$ cat src/rtl/asid_tlb.sv
module asid_tlb #(
  parameter int N      = 16,
  parameter int ASID_W = 8,
  parameter int VPN_W  = 32,
  parameter int PFN_W  = 28,
  localparam int IDX_W = $clog2(N),
  localparam int PA_W  = PFN_W + 12
) (
  input  logic              clk,
  input  logic              rst_n,
  input  logic [63:0]       lk_vaddr,
  output logic              lk_hit,
  output logic              lk_addr_err,
  output logic [PA_W-1:0]   lk_paddr,
  input  logic              asid_we,
  input  logic [ASID_W-1:0] asid_in,
  input  logic              wr_en,
  input  logic              wr_random,
  input  logic [IDX_W-1:0]  wr_index,
  input  logic [1:0]        wr_region,
  input  logic [VPN_W-1:0]  wr_vpn,
  input  logic              wr_global,
  input  logic              wr_valid,
  input  logic [PFN_W-1:0]  wr_pfn,
  input  logic [IDX_W-1:0]  wired,
  output logic              multi_hit_flag
);
  localparam logic [IDX_W-1:0] TOP = IDX_W'(N - 1);

  logic [N-1:0]       v, g, en, hit_vec, cf_vec;
  logic [1:0]         e_rg   [N];
  logic [VPN_W-1:0]   e_vpn  [N];
  logic [ASID_W-1:0]  e_asid [N];
  logic [PFN_W-1:0]   e_pfn  [N];
  logic [ASID_W-1:0]  cur_asid;
  logic [IDX_W-1:0]   rnd, rnd_sel, tgt;
  logic [IDX_W:0]     cf_cnt;
  logic [PFN_W-1:0]   sel_pfn;

  assign lk_addr_err = lk_vaddr[61:44] != {18{lk_vaddr[63]}};

  assign rnd_sel = (rnd < wired) ? TOP : rnd;
  assign tgt     = wr_random ? rnd_sel : wr_index;

  for (genvar i = 0; i < N; i++) begin : g_ent
    assign hit_vec[i] = v[i] & en[i] & (e_rg[i] == lk_vaddr[63:62]) &
                        (e_vpn[i] == lk_vaddr[12+VPN_W-1:12]);
    assign cf_vec[i]  = wr_valid & v[i] & (tgt != IDX_W'(i)) &
                        (e_rg[i] == wr_region) & (e_vpn[i] == wr_vpn) &
                        (g[i] | wr_global | (e_asid[i] == cur_asid));
  end

  always_comb begin
    sel_pfn = '0;
    cf_cnt  = '0;
    for (int i = 0; i < N; i++) begin
      if (hit_vec[i]) sel_pfn = sel_pfn | e_pfn[i];
      if (cf_vec[i])  cf_cnt  = cf_cnt + 1'b1;
    end
  end

  assign lk_hit   = (|hit_vec) & ~lk_addr_err;
  assign lk_paddr = lk_hit ? {sel_pfn, lk_vaddr[11:0]} : '0;

  always_ff @(posedge clk or negedge rst_n) begin
    if (!rst_n) begin
      v              <= '0;
      en             <= '0;
      cur_asid       <= '0;
      multi_hit_flag <= 1'b0;
      rnd            <= TOP;
    end else begin
      rnd <= (rnd_sel <= wired) ? TOP : rnd_sel - 1'b1;
      if (asid_we) begin
        cur_asid <= asid_in;
        for (int i = 0; i < N; i++) en[i] <= g[i] | (e_asid[i] == asid_in);
      end
      if (wr_en) begin
        v       <= v & ~cf_vec;
        v[tgt]  <= wr_valid;
        en[tgt] <= wr_global | ~asid_we | (cur_asid == asid_in);
        if (cf_cnt > 1) multi_hit_flag <= 1'b1;
      end
    end
  end

  always_ff @(posedge clk) begin
    if (wr_en) begin
      g[tgt]      <= wr_global;
      e_rg[tgt]   <= wr_region;
      e_vpn[tgt]  <= wr_vpn;
      e_asid[tgt] <= cur_asid;
      e_pfn[tgt]  <= wr_pfn;
    end
  end


  hit_onehot_chk: assert property (@(posedge clk) disable iff (!rst_n)
    $onehot0(hit_vec));


  err_blocks_hit_chk: assert property (@(posedge clk) disable iff (!rst_n)
    lk_addr_err |-> !lk_hit);


  wr_enable_chk: assert property (@(posedge clk) disable iff (!rst_n)
    (wr_en && wr_valid && !asid_we) |=> en[$past(tgt)]);


  purge_chk: assert property (@(posedge clk) disable iff (!rst_n)
    wr_en |=> ((v & $past(cf_vec)) == '0));


  flag_sticky_chk: assert property (@(posedge clk) disable iff (!rst_n)
    multi_hit_flag |=> multi_hit_flag);


  rnd_range_chk: assert property (@(posedge clk) disable iff (!rst_n)
    (wr_en && wr_random) |-> (tgt >= wired));
endmodule

$ cat config.mk
export PLATFORM = sky130hd
export DESIGN_NAME = asid_tlb
export DESIGN_NICKNAME = d
export VERILOG_FILES = /design/src/rtl/asid_tlb.sv
export SDC_FILE = /design/constraint.sdc
export NUM_CORES = 2
export LEC_CHECK = 0
export CAP_MARGIN = 0
export CORE_MARGIN = 4
export CORE_UTILIZATION = 62
export CTS_CLUSTER_SIZE = 30
export DETAILED_ROUTE_END_ITERATION = 12
export PLACE_DENSITY = 0.81
export SLEW_MARGIN = 20
export SYNTH_ARGS = -nofsm -noshare
export SYNTH_HDL_FRONTEND = slang
export SYNTH_SLANG_ARGS = --single-unit
$ cat constraint.sdc
create_clock -name clk -period 12.45 [get_ports clk]
set_input_delay 2.49 -clock clk [delete_from_list [all_inputs] [get_ports clk]]
set_output_delay 2.49 -clock clk [all_outputs]
set_load 0.01 [all_outputs]
==> reports/qor.txt <==
DR iter-0 viols -> 5479
post-route cell area -> 0.06526 sq mm
global-route wire length before repair -> 264400 microns
relative slew slack -> 14.32%
final wirelength -> 185500 microns
Top FF cell, synth -> edfxtp_1
max-slew violations -> 0
Netlist Area Pre-Place -> 0.05677 sq mm
DP Cell Count -> 5444
post-DR vias/cell -> 6.794
initial antenna violation count -> 2
Critical Path AT -> 12.47 ns
Core Area -> 0.09042 sq mm
sequential cell area -> 0.03524 sq mm
fmax -> 84.00 MHz
post-layout minimum cycle time -> 11.91 ns
hold crit path type -> reg2reg
Static Leakage -> 21.27 nW
CTS buffer count -> 114
Top Metal Used -> met4
Cell variety after synth -> 77
Via Count -> 38480
Max Cap Viol -> 0
DR DRC count -> 0
Critical Path Slowest Stage Cell -> or4_4
Layout area overhead -> 14.95%
Vert. Die Dim -> 310.6 microns
maximum VDD drop -> 0.1319 mV
number of global-route vias before repair -> 38110
Longest Clk Path Bufs -> 3
Worst Skew -> 0.08075 ns
metal3 WL -> 25030 microns
WP data required -> 13.01 ns
Final Util -> 72.17%
Mapped Avg Cell Area -> 14.06 sq um
HPWL after DPL -> 115200 microns
Row Count -> 110
Total Die Area -> 0.09647 sq mm
critical path capture point type -> flop
ys async rst share -> 3.810%
Area contributors post-synth -> edfxtp_1 60%, xor2_1 11%, xnor2_1 10%
layout cells sized above 1 -> 13.04%
Worst-Margin Slew -> 1.273 ns
GRT overflow -> 0
Power Dens Cells -> 138.6 mW/mm^2
YS warnings -> 0
Boundary Pins -> 192
Fin. Hold Viols -> 0
number of endpoints failing setup at the final stage -> 0
run status -> complete, no violations
DR WL met2 -> 82930 microns
Clock Latency Late Sink -> 0.76 ns
WHS -> 0.4856 ns
Port Buffers -> 191
Syn Inst Count -> 4038
slowest cell delay on critical path -> 0.52 ns
critical path class -> in2reg
Worst Setup Start Kind -> input pin
largest net degree at the start of global routing -> 63
Global Route Usage Sum -> 37.68%
first drt pass iteration count -> 5
Fillers -> 5730
Multi-input gate area -> 0.02074 sq mm
Placed Area -> 0.06132 sq mm
Crit path top cell by count -> ha_1
RSZ-0062 raised after global routing -> no
part of the Yosys area used for sequential elements -> 62.08%
routability congestion estimate -> 0.9870
Tcrit/Tclk final -> 95.63%
CTS root buf -> clkbuf_16
Starting Density -> 62.78%
clk slew on worst S/H paths -> 0.06 ns
nets@finish -> 4562
per-cell routed wire length -> 32.75 microns
Post-CTS Hold Fix Bufs -> 0
Final ANT Viol Nets -> 0
Die Wd -> 310.6 microns
CTS H-tree lvls -> 3
wl on met1 -> 63260 microns
Mapped Nets -> 4208
CTS tree -> done
Yosys top cell by area -> edfxtp_1
Setup TNS -> 0 ns
CTS Sinks -> 1181
Post-synth EDFFs -> 1136
fin cells -> 5663
CP max FO -> 5
flop and latch count out of synthesis -> 1181
Yosys top cell area share -> 60.09%
## flip-flops by register name (all words and copies together), names as in the netlist
register        flops
e_vpn             512
e_pfn             448
e_asid            128
e_rg               32
en                 16
g                  16
v                  16
cur_asid            8
rnd                 4
multi_hit_flag      1
## cells in the final DEF, fill, tap and decap left out, drive strengths merged, types with 5 or more instances in the layout
master,count
edfxtp,1136
xor2,710
xnor2,679
buf,327
nor4,232
nand4,192
clkdlybuf4s50,149
clkbuf,138
a22o,127
a221oi,112
nand2,64
nand3,62
o21ai,51
nor2,50
clkinv,47
dfrtp,41
a21oi,36
a41oi,31
and2,30
nor3,29
inv,27
mux2i,22
nor2b,22
ha,21
a211oi,12
bufinv,11
mux2,9
clkinvlp,9
or4,9
and3,9
nand2b,7
or3,6
o211ai,5
nor3b,5
## power by group
part,internal [mW],switching [mW],total [mW]
logic,0.318,0.586,0.904
clock network,1.95,1.56,3.51
registers,4.51,0.116,4.63
total,6.79,2.26,9.04
## stage by stage
step	setup WS [ns]	power (mW)
after global routing	0.001681	9.254
final	0.5445	9.045
after floorplan	0.02797	5.156
after CTS	0.1717	9.016
after detailed placement	-0.5115	5.581
after global placement	-0.3223	5.562
## metal layers
metal,up-vias,track usage (%)
li1,15850,-
met1,18910,49.04
met2,3015,58.30
met3,704,8.458
met4,0,22.93
met5,-,0
## synthesized netlist by cell type (7+ instances only)
master,n
edfxtp_1,1136
xor2_1,710
xnor2_1,675
nor4_1,232
nand4_1,192
clkbuf_1,174
a22o_1,127
a221oi_1,112
nand2_1,64
nand3_1,62
nor2_1,50
o21ai_0,48
dfrtp_1,41
a21oi_1,36
a41oi_1,31
buf_1,31
and2_1,30
buf_2,29
nor3_1,29
inv_1,23
mux2i_1,22
nor2b_1,22
ha_1,21
a211oi_1,11
and3_1,9
mux2_2,9
or4_1,8
nand2b_1,7
## critical path, delay by kind of cell
kind / cells / cell delay (ns)
compound gates: 15 / 2.40
xor+xnor: 1 / 0.23
fa+ha+maj: 13 / 3.62
buf+inv: 5 / 0.96
mux: 2 / 0.34
simple gates: 18 / 2.38
## area by class of cell
class                      count  area share [%]
sequential                  1181           54.01
inverter                      23          0.1323
multi-input combinational   2596           31.79
clock inverter                71           1.193
antenna                        2        0.007670
clock buffer                 138           4.588
tap                         1176           2.255
timing repair buffer         476           6.026
## worst paths after layout
path / startpoint / to / slack, ns / cells after the start
max reg2reg: cur_asid[4] / multi_hit_flag / 1.76 / 53
max in group asynchronous: rst_n / v[1] / 10.05 / 2
max: wired[3] / multi_hit_flag / 0.54 / 54
min: multi_hit_flag / multi_hit_flag / 0.49 / 1
min in group asynchronous: rst_n / cur_asid[4] / 1.87 / 2
min reg2reg: multi_hit_flag / multi_hit_flag / 0.49 / 1
## what timing repair did
item,CTS,global route
gates resized for setup,0,25
hold endpoints to repair,0,0
setup buffers,0,8
setup endpoints to repair,0,1
## cell families (layout without fill, tap and decap cells)
kind of cell / after synthesis / in the layout / share of synthesized area, %
xor gates and xnor gates: 1394 / 1394 / 21.75
DFF: 1181 / 1181 / 62.08
and+or+nand+nor: 734 / 734 / 7.500
AOI/OAI and AO/OA: 416 / 416 / 5.806
buffers and inverters: 261 / 708 / 1.836
muxes: 31 / 31 / 0.5664
adders and majority gates: 21 / 21 / 0.4628
other: 0 / 2 / 0
Power figures use the tool's default switching activity.
